[config.mk]
export PLATFORM = sky130hd
export DESIGN_NAME = rtseq_core
export DESIGN_NICKNAME = d
export VERILOG_FILES = /design/src/rtl/rtseq_pkg.sv /design/src/rtl/rtseq_ctrl.sv /design/src/rtl/rtseq_dpath.sv /design/src/rtl/rtseq_zdrv.sv /design/src/rtl/rtseq_core.sv
export SDC_FILE = /design/constraint.sdc
export NUM_CORES = 1
export LEC_CHECK = 0
export ABC_AREA = 0
export CAP_MARGIN = 20
export CELL_PAD_IN_SITES_DETAIL_PLACEMENT = 2
export CELL_PAD_IN_SITES_GLOBAL_PLACEMENT = 2
export CORE_ASPECT_RATIO = 1.2
export CORE_MARGIN = 3
export CORE_UTILIZATION = 25
export CTS_BUF_LIST = sky130_fd_sc_hd__clkbuf_8
export DETAILED_ROUTE_END_ITERATION = 10
export PLACE_DENSITY_LB_ADDON = 0.05
export SLEW_MARGIN = 20
export SYNTH_ARGS = -nofsm -noshare
export SYNTH_HDL_FRONTEND = slang
export SYNTH_SLANG_ARGS = --single-unit
[constraint.sdc]
create_clock -name clk -period 1.1 [get_ports clk]
set_input_delay 0.11 -clock clk [delete_from_list [all_inputs] [get_ports clk]]
set_output_delay 0.11 -clock clk [all_outputs]
set_load 0.02 [all_outputs]
[src/rtl/rtseq_pkg.sv]
package rtseq_pkg;
  localparam int STEPS   = 6;
  localparam int L_LOAD  = 0;  // line 1: A <- X
  localparam int L_INV   = 1;  // line 2: C <- ~A, S <- A[0]
  localparam int L_COPY  = 2;  // line 3: B <- C
  localparam int L_MERGE = 3;  // line 4: C <- A | B, branch
  localparam int L_HI    = 4;  // line 5: Z = C, S <- 1
  localparam int L_LO    = 5;  // line 6: Z = C, S <- 0
  localparam logic [STEPS-1:0] RING_RESET = 6'b000001;
endpackage

[src/rtl/rtseq_ctrl.sv]
module rtseq_ctrl
  import rtseq_pkg::*;
(
  input  logic             clk,
  input  logic             rst,
  input  logic             br_bit,
  output logic [STEPS-1:0] step_q
);
  logic [STEPS-1:0] step_d;

  // straight-line part of the ring: lines 2..4 follow their predecessor
  for (genvar i = L_INV; i <= L_MERGE; i++) begin : g_chain
    assign step_d[i] = step_q[i-1];
  end

  // closing lines fan back in to line 1; line 4 forks on the branch bit
  assign step_d[L_LOAD] = step_q[L_HI] | step_q[L_LO];
  assign step_d[L_HI]   = step_q[L_MERGE] &  br_bit;
  assign step_d[L_LO]   = step_q[L_MERGE] & ~br_bit;

  always_ff @(posedge clk) begin
    if (rst) step_q <= RING_RESET;
    else     step_q <= step_d;
  end
endmodule

[src/rtl/rtseq_dpath.sv]
module rtseq_dpath
  import rtseq_pkg::*;
#(
  parameter int DW = 2
) (
  input  logic             clk,
  input  logic             rst,
  input  logic [DW-1:0]    x_in,
  input  logic [STEPS-1:0] step_q,
  output logic [DW-1:0]    a_q,
  output logic [DW-1:0]    b_q,
  output logic [DW-1:0]    c_q,
  output logic             s_q
);
  localparam int MSB = DW - 1;

  // C has two sources; the active line picks one
  function automatic logic [DW-1:0] c_source(input logic merge_sel,
                                             input logic [DW-1:0] a,
                                             input logic [DW-1:0] b);
    return merge_sel ? (a | b) : ~a;
  endfunction

  // S has three sources; the active line picks one
  function automatic logic s_source(input logic inv_sel, input logic hi_sel,
                                    input logic [DW-1:0] a);
    if (inv_sel)     return a[0];
    else if (hi_sel) return 1'b1;
    else             return 1'b0;
  endfunction

  logic          ld_a, ld_b, ld_c, ld_s;
  logic [DW-1:0] c_next;
  logic          s_next;

  assign ld_a   = step_q[L_LOAD];
  assign ld_b   = step_q[L_COPY];
  assign ld_c   = step_q[L_INV] | step_q[L_MERGE];
  assign ld_s   = step_q[L_INV] | step_q[L_HI] | step_q[L_LO];
  assign c_next = c_source(step_q[L_MERGE], a_q, b_q);
  assign s_next = s_source(step_q[L_INV], step_q[L_HI], a_q);

  always_ff @(posedge clk) begin
    if (rst) begin
      a_q <= '0;
      b_q <= '0;
      c_q <= '0;
      s_q <= 1'b0;
    end else begin
      if (ld_a) a_q <= x_in;
      if (ld_b) b_q <= c_q;
      if (ld_c) c_q <= c_next;
      if (ld_s) s_q <= s_next;
    end
  end

  logic unused_msb;
  assign unused_msb = a_q[MSB] & 1'b0;
endmodule

[src/rtl/rtseq_zdrv.sv]
module rtseq_zdrv #(
  parameter int DW = 2
) (
  input  logic          out_en,
  input  logic [DW-1:0] c_q,
  output logic [DW-1:0] z_out
);
  assign z_out = c_q & {DW{out_en}};
endmodule

[src/rtl/rtseq_core.sv]
module rtseq_core
  import rtseq_pkg::*;
#(
  parameter int DW = 2
) (
  input  logic          clk,
  input  logic          rst,
  input  logic [DW-1:0] x_in,
  output logic [DW-1:0] z_out,
  output logic          p_out,
  output logic [5:0]    step_f
);
  logic [STEPS-1:0] step_q;
  logic [DW-1:0]    a_q, b_q, c_q;
  logic             s_q;
  logic             br_bit;
  logic             out_en;

  assign br_bit = a_q[DW-1];
  assign out_en = step_q[L_HI] | step_q[L_LO];

  rtseq_ctrl u_ctrl (
    .clk    (clk),
    .rst    (rst),
    .br_bit (br_bit),
    .step_q (step_q)
  );

  rtseq_dpath #(.DW(DW)) u_dpath (
    .clk    (clk),
    .rst    (rst),
    .x_in   (x_in),
    .step_q (step_q),
    .a_q    (a_q),
    .b_q    (b_q),
    .c_q    (c_q),
    .s_q    (s_q)
  );

  rtseq_zdrv #(.DW(DW)) u_zdrv (
    .out_en (out_en),
    .c_q    (c_q),
    .z_out  (z_out)
  );

  assign p_out  = s_q;
  assign step_f = step_q;
endmodule

* Yosys cells after proc, flatten, opt, wreduce, memory -nomap -nowiden
Cells that the tools add are included.
** Word-level totals
- Bits of input ports :: 4
- Output and inout bits :: 9
- Bits in writable memories :: 0
- Flip-flop bits (word level) :: 13
- Memories kept :: 0
- Bits in latches :: 0
- Logic and storage cells :: 18
- Memory bits (read-only) :: 0
** Operators by class
- Magnitude comparators :: 0
- Multiply operators :: 0
- Add/sub/neg operators :: 0
- Multiplexer cells :: 3
- Equal/unequal tests :: 0
- Shift operators :: 0
- Div/mod/pow operators :: 0
- Bitwise logic cells :: 10
- Reductions and logical operators :: 0
** Operators with widths (count)
- OR 1 bit :: 4
- AND 1 bit :: 2
- AND 2 bit :: 1
- two-way mux 1 bit :: 2
- two-way mux 2 bit :: 1
- NOT 2 bit :: 1
- OR 2 bit :: 1
- NOT 1 bit :: 1

* Depth between registers and ports, before layout
- Word-level depth :: 2
- Depth in mapped cells :: 2
- Mapped depth without buffers :: 2

* Cells and area by module
From an unflattened synthesis, not the netlist that was laid out.
** Unflattened totals
- Cells, all modules :: 45
- Area, all modules :: 489.2 um^2
** By module, submodules not included
- rtseq_dpath :: cells each 27, area an instance 282.8 um^2, instances 1, sequential area each 140.1 um^2
- rtseq_ctrl :: cells each 15, area an instance 187.7 um^2, instances 1, sequential area each 120.1 um^2
- rtseq_zdrv :: cells each 2, area an instance 12.5 um^2, instances 1, sequential area each 0.0 um^2
- rtseq_core :: cells each 1, area an instance 6.3 um^2, instances 1, sequential area each 0.0 um^2

* Worst setup path before layout
OpenSTA, ideal clock, no wires.
- Kind :: flip-flop to flip-flop
- Start point :: register u_ctrl.step_q[5]
- End point :: register u_dpath.s_q
- Setup time :: 0.122 ns
- Slack :: 0.171 ns
- Cell stages (with the launch flop) :: 3
- Period minus slack after synthesis :: 0.929 ns
- Arrival :: 0.808 ns
- Cell sequence :: dfxtp_1 > nor2b_1 > o311a_1
** Between the ends
- Cells in the longest elaborated chain, start to end :: 1
** Ends and longest elaborated chain
- start, declared :: line rtseq_ctrl.sv:7 : output logic [STEPS-1:0] step_q
- start signal, assigned :: line rtseq_ctrl.sv:23 : else step_q <= step_d;
- OR 1 bit :: line rtseq_dpath.sv:39 : assign ld_s = step_q[L_INV] | step_q[L_HI] | step_q[L_LO];
- end signal, assigned :: line rtseq_dpath.sv:53 : if (ld_s) s_q <= s_next;
- end, declared :: line rtseq_dpath.sv:13 : output logic s_q
Every way passes these cells.
A chain may end at the register's enable or synchronous reset.

* Final worst setup path
- Start point :: register u_ctrl.step_q[5]
- End point :: output port step_f[5]
** RTL lines
- end, declared :: line rtseq_core.sv:11 : output logic [5:0] step_f
No word-level cell between the ends.

==> out/results.tsv <==
stage	metric	value	unit
outcome	status	finished, final reports clean	
sta	setup_ws	0.0557	ns
grt	grt_pass1_wl	1.99	mm
pwr	p_clk_share	39.7	%
sta	drv_slew	0	
grt	antenna_found_initial	0	
place	gp_congestion	0.752	
grt	grt_max_degree	8	
pwr	vdd_ir_drop_max	0.690	mV
clock_tree	clkSinkCount	13	
critical_path	critical_path_arrival	0.93	ns
drt	vias	380	
sta	fmaxAchievable	958	MHz
run	max-cap-violations	0	
layout	n_antenna_cell	0	
sta	timing.final.crit_share	94.9	%
synth	synth_top_family_by_area	simple AND/OR/NAND/NOR gates	
drt	wl_per_cell	14.5	um
pwr	power_switching	0.000233	W
floorplanning	die_x	45.9	um
critical_path	critPathLaunchType	register	
layout	layout_commonest_cell	dfxtp_1	
synth	syn_nets	49	
drt	wl	1.23	mm
layout	final_cell_mix	dfxtp_1 (12), buf_4 (10), dlygate4sd2_1 (6)	
drt	drc	0	
hold_path	worstHoldPathType	input pin to register	
synth	synthMuxAreaShare	8.38	%
place	port_buffers	12	
sta	fin_skew	0.00205	ns
layout	syn_to_final_growth	44.8	%
drt	drt_iter0_drc	2	
grt	grt_remaining_overflow	0	
critical_path	path_cells	dlygate4sd2_1	
synth	synth_area	478	um2
clock_tree	cts-root-buf	clkbuf_8	
drt	first_pass_iters	2	
pwr	switching_share	22.5	%
sta	rsz0062_at_grt	no	
critical_path	critPathTopFamily	flip-flops	
floorplanning	core_area	1720	um2
pwr	fin_total_pwr	0.00104	W
sta	worst_pin_slew	0.216	ns
synth	seq_area_frac_synth	54.5	%
clock_tree	holdBufCountCts	0	
critical_path	worst_ep_required_time	0.99	ns
floorplanning	io_pins	13	
synth	synth_warnings	0	
clock_tree	numCtsBuffers	3	
place	dp_hpwl	940	um
grt	grt_usage	11.9	%
clock_tree	clockBufferDepth	2	
grt	grt_pass1_vias	436	
clock_tree	htreeDepth	1	
layout	num-nets-final	72	
critical_path	cp_slowest_cell	dfxtp_2	
sta	holdWs	0.492	ns
synth	synthXorXnorAreaFrac	0	%
synth	synth_compound_area_share	8.90	%
pwr	p_seq_share	49.0	%
clock_tree	clock_latency	0.24	ns
sta	setup_violations	0	
critical_path	path_buf_inv	1	
drt	routed_via_density	4.47	
critical_path	cp_slowest_stage_delay	0.36	ns
drt	antenna_left	0	
synth	yosys.cell_types.count	16	
pwr	p_per_area	1500	nW/um2
synth	syn_area_per_cell	10.6	um2
sta	fin_crit	1.04	ns
synth	synth-simple-area-share	20.9	%
sta	relSlewSlack	85.5	%
pwr	p_leak	0.331	nW
floorplanning	start_util	27.8	%
critical_path	critical_path_class	register to output port	
floorplanning	chipHeight	53.9	um
place	place_ws	-0.136	ns
critical_path	crit_fanout	5	
synth	synthAdderAreaFrac	0	%
synth	ys_seq_elements	13	
pwr	intPower	0.000805	W
critical_path	crit_path_end_kind	output port	
clock_tree	clk_pin_slew	0.05	ns
layout	layout-drive-gt1-share	26.9	%
sta	hold_viol	0	
clock_tree	cts_tree	done	
floorplanning	row_count	16	
pwr	p_comb_share	11.3	%
synth	synthCells	45	
floorplanning	die-area	2470	um2
[cell usage after synthesis, drive strengths merged]
master  count  area, um2
buf         4       27.5
nand2b      4       25.0
dfxtp      13        260
nor2        4       15.0
a311oi      2       17.5
o21a        2       15.0
o311a       1       10.0
nor3b       2       15.0
or3         1       6.26
mux2i       4       40.0
and3        1       6.26
nor3        1       5.00
inv         2       7.51
nor2b       4       27.5
[kinds of logic (layout without fill, tap and decap cells)]
logic type / after synthesis / after routing
and+or+nand+nor: 17 / 17
buffers and inverters: 6 / 28
DFF: 13 / 13
muxes: 4 / 4
AOI/OAI and AO/OA: 5 / 5
[tightest hold or removal path, stage by stage]
cell	delay [ns]
clkdlybuf4s50_1	0.39
mux2i_1	0.13
nor2_1	0.05
[stage by stage]
step           cell area (um2)  utilization (%)  setup TNS, ns  instances
2_1_floorplan              478                -              0         45
3_3_place_gp               668             38.8         -0.155         81
3_5_place_dp               668             38.8         -0.321         81
4_1_cts                    696             40.4              0         85
5_1_grt                    692             40.2              0         85
6_report                   692             40.2              0         85
[path summary, 6_finish.rpt]
path	from	endpoint	slack [ns]	cells past startpoint
max	u_ctrl.step_q[5]$_SDFF_PP0_	step_f[5]	0.06	1
min	x_in[0]	u_dpath.a_q[0]$_SDFFE_PP0P_	0.49	3
max reg2reg	u_ctrl.step_q[4]$_SDFF_PP0_	u_ctrl.step_q[0]$_SDFF_PP1_	0.13	2
min reg2reg	u_dpath.b_q[0]$_SDFFE_PP0P_	u_dpath.b_q[0]$_SDFFE_PP0P_	0.50	2
[routing by layer]
layer | vias up | wire [um] | GRT usage [%]
li1 | 194 | - | -
met1 | 174 | 562 | 14.6
met2 | 10 | 607 | 18.3
met3 | 2 | 53 | 3.01
met4 | 0 | 5 | 7.11
met5 | - | 0 | 0
[power by group through the flow]
| stage | Clock [W] | Sequential (W) | Combinational, W |
|---|---|---|---|
| floorplan | 0 | 0.000525 | 0.0000543 |
| global placement | 0 | 0.000518 | 0.000122 |
| detailed placement | 0 | 0.000520 | 0.000125 |
| CTS | 0.000438 | 0.000510 | 0.000119 |
| global route | 0.000464 | 0.000512 | 0.000128 |
| finish | 0.000412 | 0.000509 | 0.000117 |
[sequential cells by signal, summed over array words and instances (netlist names)]
register and flops:
u_ctrl.step_q 6, u_dpath.a_q 2, u_dpath.b_q 2, u_dpath.c_q 2, u_dpath.s_q 1
[layout make-up]
cell class,instances,area (um2)
clock buffer,3,41.3
inverter,2,7.51
clock inverter,1,3.75
multi-input combinational,26,183
sequential,13,262
tap,18,22.5
fill,205,1030
timing repair buffer,22,173
[what timing repair did]
item                                    4_1_cts  5_1_grt
setup buffers                                 0        0
resized for setup                            16        2
endpoints found under the setup margin        9        1
(Power assumes the default switching activity.)
